## src/rtl/pwr_seq_pkg.sv

```systemverilog
`timescale 1ns/1ps
package pwr_seq_pkg;
  localparam int CTL_W   = 8;
  localparam int B_IDLE  = 0;
  localparam int B_PD    = 1;
  localparam int B_FLAGA = 2;
  localparam int B_FLAGB = 3;
  localparam int B_RUN32 = 4;
  localparam logic [CTL_W-1:0] WR_MASK = 8'h1F;

  typedef enum logic [3:0] {
    M_RUN     = 4'b0001,
    M_IDLE    = 4'b0010,
    M_PDOWN   = 4'b0100,
    M_RESTART = 4'b1000
  } pmode_e;

  typedef enum logic [1:0] {
    RC_HF  = 2'd0,
    RC_PLL = 2'd1,
    RC_WDT = 2'd2
  } rcause_e;
endpackage

```

## src/rtl/pwr_ctl_reg.sv

```systemverilog
`timescale 1ns/1ps
module pwr_ctl_reg
  import pwr_seq_pkg::*;
(
  input  logic             clk,
  input  logic             rst,
  input  logic             wr_en,
  input  logic [CTL_W-1:0] wr_data,
  input  logic             wdt_en,
  input  logic             clr_idle,
  input  logic             clr_pd,
  input  logic             clr_all,
  output logic [CTL_W-1:0] ctl_q,
  output logic             idle_take,
  output logic             pd_take
);
  // Power-down needs the watchdog to be off; it then wins over idle.
  assign pd_take   = wr_en && wr_data[B_PD] && !wdt_en;
  assign idle_take = wr_en && wr_data[B_IDLE] && !pd_take;

  always_ff @(posedge clk) begin
    if (rst || clr_all) begin
      ctl_q <= '0;
    end else if (wr_en) begin
      ctl_q         <= wr_data & WR_MASK;
      ctl_q[B_PD]   <= pd_take;
      ctl_q[B_IDLE] <= idle_take;
    end else begin
      if (clr_idle) ctl_q[B_IDLE] <= 1'b0;
      if (clr_pd)   ctl_q[B_PD]   <= 1'b0;
    end
  end
endmodule

```

## src/rtl/pwr_wake_eval.sv

```systemverilog
`timescale 1ns/1ps
module pwr_wake_eval #(
  parameter int NSRC = 7,
  parameter logic [NSRC-1:0] PD_WAKE_MASK = 7'b0001101
) (
  input  logic [NSRC-1:0] irq_req,
  input  logic [NSRC-1:0] irq_en,
  input  logic [NSRC-1:0] irq_prio,
  input  logic            insvc_lo,
  input  logic            insvc_hi,
  input  logic            pd_isr,
  output logic            idle_wake,
  output logic            pd_wake
);
  logic [NSRC-1:0] live;
  logic [NSRC-1:0] unblocked;

  for (genvar i = 0; i < NSRC; i++) begin : g_src
    assign live[i]      = irq_req[i] && irq_en[i];
    // same-or-higher level in service blocks the request
    assign unblocked[i] = !insvc_hi && (irq_prio[i] || !insvc_lo);
  end

  assign idle_wake = |(live & unblocked);
  assign pd_wake   = |(live & PD_WAKE_MASK) && !pd_isr;
endmodule

```

## src/rtl/pwr_rst_filter.sv

```systemverilog
`timescale 1ns/1ps
module pwr_rst_filter #(
  parameter int HF_RST_CYC  = 24,
  parameter int PLL_RST_MIN = 4,
  parameter int PLL_RST_MAX = 2000
) (
  input  logic clk,
  input  logic rst,
  input  logic ext_rst,
  input  logic sel_hf,
  output logic ext_accept
);
  localparam int TOPC = ((HF_RST_CYC > PLL_RST_MAX) ? HF_RST_CYC : PLL_RST_MAX) + 1;
  localparam int W    = $clog2(TOPC + 1);
  localparam logic [W-1:0] SAT     = W'(TOPC);
  localparam logic [W-1:0] HF_LAST = W'(HF_RST_CYC - 1);
  localparam logic [W-1:0] LO      = W'(PLL_RST_MIN);
  localparam logic [W-1:0] HI      = W'(PLL_RST_MAX);

  logic [W-1:0] hi_cnt;

  always_ff @(posedge clk) begin
    if (rst || !ext_rst)   hi_cnt <= '0;
    else if (hi_cnt != SAT) hi_cnt <= hi_cnt + 1'b1;
  end

  always_comb begin
    if (sel_hf) ext_accept = ext_rst && (hi_cnt == HF_LAST);
    else        ext_accept = !ext_rst && (hi_cnt >= LO) && (hi_cnt <= HI);
  end
endmodule

```

## src/rtl/pwr_restart_timer.sv

```systemverilog
`timescale 1ns/1ps
module pwr_restart_timer
  import pwr_seq_pkg::*;
#(
  parameter int HF_RESTART_CYC  = 24,
  parameter int PLL_RESTART_CYC = 5000,
  parameter int WDT_RESTART_CYC = 36
) (
  input  logic    clk,
  input  logic    rst,
  input  logic    load,
  input  rcause_e cause,
  output logic    done
);
  localparam int M1   = (HF_RESTART_CYC > PLL_RESTART_CYC) ? HF_RESTART_CYC : PLL_RESTART_CYC;
  localparam int MAXL = (M1 > WDT_RESTART_CYC) ? M1 : WDT_RESTART_CYC;
  localparam int W    = $clog2(MAXL + 1);

  logic [W-1:0] cnt;
  logic [W-1:0] len_m1;

  always_comb begin
    unique case (cause)
      RC_WDT:  len_m1 = W'(WDT_RESTART_CYC - 1);
      RC_PLL:  len_m1 = W'(PLL_RESTART_CYC - 1);
      default: len_m1 = W'(HF_RESTART_CYC - 1);
    endcase
  end

  always_ff @(posedge clk) begin
    if (rst)             cnt <= '0;
    else if (load)       cnt <= len_m1;
    else if (cnt != '0)  cnt <= cnt - 1'b1;
  end

  assign done = (cnt == '0);
endmodule

```

## src/rtl/pwr_seq_ctrl.sv

```systemverilog
`timescale 1ns/1ps
module pwr_seq_ctrl
  import pwr_seq_pkg::*;
#(
  parameter int NSRC            = 7,
  parameter logic [NSRC-1:0] PD_WAKE_MASK = 7'b0001101,
  parameter int HF_RST_CYC      = 24,
  parameter int PLL_RST_MIN     = 4,
  parameter int PLL_RST_MAX     = 2000,
  parameter int HF_RESTART_CYC  = 24,
  parameter int PLL_RESTART_CYC = 5000,
  parameter int WDT_RESTART_CYC = 36
) (
  input  logic            clk,
  input  logic            rst,
  input  logic            wr_en,
  input  logic [7:0]      wr_data,
  input  logic            wdt_en,
  input  logic            wdt_rst,
  input  logic            ext_rst,
  input  logic            sel_hf,
  input  logic [NSRC-1:0] irq_req,
  input  logic [NSRC-1:0] irq_en,
  input  logic [NSRC-1:0] irq_prio,
  input  logic            insvc_lo,
  input  logic            insvc_hi,
  output logic [7:0]      ctl_q,
  output logic [3:0]      mode_oh,
  output logic            cpu_clk_en,
  output logic            t2_clk_en,
  output logic            t2_hold_rst,
  output logic            pwm_hold_rst,
  output logic            adc_abort,
  output logic            periph_clk_en,
  output logic            hf_osc_en,
  output logic            osc32_en,
  output logic            core_rst
);
  pmode_e  state_q, state_d;
  logic    pd_isr_q;
  logic    ext_accept, rst_evt, in_run, in_restart;
  logic    idle_take, pd_take, idle_wake, pd_wake, rst_done;
  logic    clr_idle, clr_pd, clr_all, wr_ok;
  rcause_e cause;

  assign in_run     = (state_q == M_RUN);
  assign in_restart = (state_q == M_RESTART);
  assign rst_evt    = (wdt_rst || ext_accept) && !in_restart;
  assign wr_ok      = wr_en && in_run && !rst_evt;
  assign cause      = wdt_rst ? RC_WDT : (sel_hf ? RC_HF : RC_PLL);
  assign clr_all    = rst_evt;
  assign clr_idle   = (state_q == M_IDLE)  && !rst_evt && idle_wake;
  assign clr_pd     = (state_q == M_PDOWN) && !rst_evt && pd_wake;

  pwr_ctl_reg u_reg (
    .clk(clk), .rst(rst), .wr_en(wr_ok), .wr_data(wr_data), .wdt_en(wdt_en),
    .clr_idle(clr_idle), .clr_pd(clr_pd), .clr_all(clr_all),
    .ctl_q(ctl_q), .idle_take(idle_take), .pd_take(pd_take)
  );

  pwr_wake_eval #(.NSRC(NSRC), .PD_WAKE_MASK(PD_WAKE_MASK)) u_wake (
    .irq_req(irq_req), .irq_en(irq_en), .irq_prio(irq_prio),
    .insvc_lo(insvc_lo), .insvc_hi(insvc_hi), .pd_isr(pd_isr_q),
    .idle_wake(idle_wake), .pd_wake(pd_wake)
  );

  pwr_rst_filter #(
    .HF_RST_CYC(HF_RST_CYC), .PLL_RST_MIN(PLL_RST_MIN), .PLL_RST_MAX(PLL_RST_MAX)
  ) u_rstf (
    .clk(clk), .rst(rst), .ext_rst(ext_rst), .sel_hf(sel_hf), .ext_accept(ext_accept)
  );

  pwr_restart_timer #(
    .HF_RESTART_CYC(HF_RESTART_CYC), .PLL_RESTART_CYC(PLL_RESTART_CYC),
    .WDT_RESTART_CYC(WDT_RESTART_CYC)
  ) u_rtmr (
    .clk(clk), .rst(rst), .load(rst_evt), .cause(cause), .done(rst_done)
  );

  always_comb begin
    state_d = state_q;
    unique case (state_q)
      M_RUN: begin
        if (rst_evt)        state_d = M_RESTART;
        else if (pd_take)   state_d = M_PDOWN;
        else if (idle_take) state_d = M_IDLE;
      end
      M_IDLE: begin
        if (rst_evt)        state_d = M_RESTART;
        else if (idle_wake) state_d = M_RUN;
      end
      M_PDOWN: begin
        if (rst_evt)        state_d = M_RESTART;
        else if (pd_wake)   state_d = M_RUN;
      end
      default: begin
        if (rst_done)       state_d = M_RUN;
      end
    endcase
  end

  always_ff @(posedge clk) begin
    if (rst) begin
      state_q  <= M_RUN;
      pd_isr_q <= 1'b0;
    end else begin
      state_q <= state_d;
      if (in_run && pd_take && !rst_evt) pd_isr_q <= insvc_lo || insvc_hi;
    end
  end

  always_comb begin
    mode_oh       = state_q;
    cpu_clk_en    = in_run;
    t2_clk_en     = in_run;
    t2_hold_rst   = !in_run;
    pwm_hold_rst  = !in_run;
    adc_abort     = !in_run;
    periph_clk_en = in_run || (state_q == M_IDLE);
    hf_osc_en     = (state_q != M_PDOWN);
    osc32_en      = (state_q != M_PDOWN) || (!sel_hf && ctl_q[B_RUN32]);
    core_rst      = in_restart;
  end
endmodule

```

## config.mk

```make
export PLATFORM = sky130hd
export DESIGN_NAME = pwr_seq_ctrl
export DESIGN_NICKNAME = d
export VERILOG_FILES = /design/src/rtl/pwr_seq_pkg.sv /design/src/rtl/pwr_ctl_reg.sv /design/src/rtl/pwr_wake_eval.sv /design/src/rtl/pwr_rst_filter.sv /design/src/rtl/pwr_restart_timer.sv /design/src/rtl/pwr_seq_ctrl.sv
export SDC_FILE = /design/constraint.sdc
export NUM_CORES = 1
export LEC_CHECK = 0
export BUFFER_PORTS_ARGS = -buffer_cell sky130_fd_sc_hd__buf_2
export CORE_ASPECT_RATIO = 1.1
export CORE_MARGIN = 10
export CORE_UTILIZATION = 30
export CTS_CLUSTER_DIAMETER = 60
export DETAILED_ROUTE_END_ITERATION = 16
export GPL_TIMING_DRIVEN = 0
export SYNTH_ARGS = -nofsm -noshare
export SYNTH_HDL_FRONTEND = slang
export SYNTH_SLANG_ARGS = --single-unit
```

## constraint.sdc

```tcl
create_clock -name clk -period 2.5 [get_ports clk]
set_input_delay 0.375 -clock clk [delete_from_list [all_inputs] [get_ports clk]]
set_output_delay 0.375 -clock clk [all_outputs]
set_load 0.05 [all_outputs]
```

==> results_dict.tcl <==
set metrics [dict create \
    critical_path.reg2reg.endpoint "mode_oh[0]" \
    tritoncts_num_sinks 34 \
    grt_usage_pct 9.696 \
    cts_buffers 5 \
    fin_nets 345 \
    synth-edff-count 0 \
    antenna_cells 0 \
    worstPathCellList "or4b_4 -> a21o_1 -> buf_2" \
    avgRoutedWirePerCell_microns 13.15 \
    clockBufferDepth 2 \
    gr-usage-met3_pct 2.678 \
    worstSetupEndpointType "output pin" \
    finalHoldViolCount 0 \
    synthesis.instances 243 \
    report.final.setup_viol 0 \
    floorplan.rows 31 \
    via_count_of_the_first_global_routing_pass 1873 \
    period_minus_slack_ps 2036 \
    power.leakage_nw 0.9825 \
    timing_max_transition_violations_final 0 \
    whs_ps 339.9 \
    cts_setup_buffers 0 \
    via_per_inst 4.868 \
    synth_area_leader_cell "sky130_fd_sc_hd__dfxtp_1" \
    max_incr_delay_on_cp_ps 530 \
    port-buffer-count 51 \
    worst-setup-path-type "reg -> out" \
    wp_data_arrival_ps 1660 \
    critical_path.top_delay_family "simple AND/OR/NAND/NOR gates" \
    critical_path_required_ps 2120 \
    min_from "wr_data[2]" \
    drt_first_iter_violations 57 \
    clock_tree.htree_level_count 2 \
    insertion_delay_ps 280 \
    worstHoldEndpoint "u_reg.ctl_q[2]" \
    globalRoute.totalOverflow 0 \
    start_kind "flip-flop" \
    ys_ff_latch 34 \
    grt_util_met2_pct 17.24 \
    min_delay_path_depth 3 \
    num_io_pins 59 \
    critical_path.max_fanout 7 \
    post_synthesis_cell_area_sq_um 1987 \
    post_synthesis_async_set_or_reset_flop_share_pct 0 \
    setup_slack_reg_to_reg_ps 470 \
    grt_first_pass_wirelength_microns 8404 \
    synth.area.top_cells "sky130_fd_sc_hd__dfxtp_1, sky130_fd_sc_hd__nor2_1, sky130_fd_sc_hd__a21oi_1" \
    timing.reg2reg.worst_path_depth 7 \
    layout-area-overhead-vs-synth_pct 23.30 \
    clock_slew_seen_by_the_registers_of_the_worst_setup_and_hold_paths_ps 60 \
    synthDominantCellAreaShare_pct 34.26 \
    floorplan.initialDensity_pct 30.49 \
    synth-main-ff-cell "sky130_fd_sc_hd__dfxtp_1" \
    routed_wl_microns 5061 \
    fin_tns_setup_ps 0 \
    met1_usage_pct 10.57 \
    finClkSkew_ps 4.564 \
    die_w_microns 97.60 \
    grt_antenna_before_repair 0 \
    core-area_sq_um 6516 \
    startpoint_of_the_worst_slack_reg_to_reg_timing_path "u_rstf.hi_cnt[0]" \
    fp.dieH_microns 105.4 \
    power_density_cells_nw_per_um2 895.7 \
    largest_voltage_drop_on_the_vdd_net_mv 0.4145 \
    detail_route.first_pass.iterations 4 \
    max-cap-violations 0 \
    cts-hold-fix-buffers 0 \
    netlist-cell-type-count 56 \
    critPathBufInv 1 \
    mostFrequentLayoutCell "sky130_fd_sc_hd__buf_2" \
    postSynthAreaPerCell_sq_um 8.177 \
    hold_class "in -> reg" \
    fp.dieArea_sq_um 10280 \
    hpwl_microns 4139 \
    routed-via-count 1874 \
    clock_tree.root_cell "sky130_fd_sc_hd__clkbuf_8" \
    post_route_cells_drive_above_1_share_pct 28.71 \
    cpMaxStageDelayCell "sky130_fd_sc_hd__or4b_4" \
    most-common-layout-cells "sky130_fd_sc_hd__buf_2, sky130_fd_sc_hd__dfxtp_1, sky130_fd_sc_hd__nor2_1" \
    yosys_warnings 0 \
    top_usage_layer_grt "met2" \
    largest_net_degree_at_the_start_of_global_routing 11 \
    rsz0062_at_grt "false" \
    dr_drc_count 0 \
    post-route-period-util_pct 81.42 \
    report.power.total_mw 2.194 \
    final_antenna_net_count 0 \
    clock_tree_from_tritoncts "built" \
    outcome "finished clean" \
    gp_congestion 0.8431 \
    synth_seq_area_share_pct 34.26 \
    postCtsResizedCells 0 \
    fmax_ghz 0.4913 \
]
per-stage QoR:
step | setup slack (ps) | utilization, % | area (sq um) | cells
2_1_floorplan | 166.4 | - | 2016 | 245
3_3_place_gp | 439.8 | 36.42 | 2374 | 378
3_5_place_dp | 434.7 | 36.42 | 2374 | 378
4_1_cts | 444.7 | 37.60 | 2450 | 385
5_1_grt | 294.8 | 37.60 | 2450 | 385
6_report | 464.4 | 37.60 | 2450 | 385
Yosys cell counts (3+ instances only):
master	count
sky130_fd_sc_hd__nor2_1	28
sky130_fd_sc_hd__clkbuf_1	4
sky130_fd_sc_hd__a21oi_1	20
sky130_fd_sc_hd__nor4_1	4
sky130_fd_sc_hd__nand2b_1	5
sky130_fd_sc_hd__or3_1	4
sky130_fd_sc_hd__xor2_1	9
sky130_fd_sc_hd__a31oi_1	3
sky130_fd_sc_hd__or3_2	3
sky130_fd_sc_hd__inv_1	8
sky130_fd_sc_hd__nand4_1	4
sky130_fd_sc_hd__nor3_1	4
sky130_fd_sc_hd__dfxtp_1	34
sky130_fd_sc_hd__nand2_1	23
sky130_fd_sc_hd__xnor2_1	10
sky130_fd_sc_hd__buf_4	6
sky130_fd_sc_hd__ha_1	4
sky130_fd_sc_hd__nand3_1	17
sky130_fd_sc_hd__o21ai_0	7
final cells by class:
type	count	area (sq um)
buffer	13	81.33
sequential	34	680.7
tap	82	102.6
clock buffer	7	76.32
fill	719	4066
multi-input combinational	189	1219
inverter	9	35.03
timing repair buffer	51	255.2
worst max path at each step:
stage | start | to | cells past startpoint
final | mode_oh[2] | osc32_en | 3
after global routing | u_rstf.hi_cnt[0] | mode_oh[0] | 7
after CTS | mode_oh[2] | osc32_en | 3
after detailed placement | sel_hf | mode_oh[0] | 7
after global placement | sel_hf | mode_oh[0] | 7
after floorplan | mode_oh[3] | mode_oh[0] | 5
flip-flops by register name (all words and copies together), names as in the netlist:
name           flops
u_reg.ctl_q        5
mode_oh            4
u_rstf.hi_cnt     11
u_rtmr.cnt        13
pd_isr_q           1
worst min-delay path: cells and delay by family:
kind                   cells  cell delay (ps)
AOI/OAI and AO/OA          1               50
buffers and inverters      1               90
and+or+nand+nor            1               60
cells by family after synthesis:
logic type                 synth area share [%]
DFF                                       34.26
adders and majority gates                 2.519
xor gates and xnor gates                  8.375
AOI/OAI and AO/OA                         15.74
and+or+nand+nor                           32.05
muxes                                     1.071
buffers and inverters                     5.793
other                                    0.1887
power by group:
group	switching, mW	internal, mW
logic	0.762	0.376
registers	0.0783	0.600
clock network	0.187	0.192
metal layers:
metal / part of all wire (%) / routed length [microns]
met5: 0 / 0
met4: 1.5 / 77
met3: 4.1 / 207
met2: 51 / 2579
met1: 43 / 2197
Note: power is estimated with default switching activity, not from simulation.
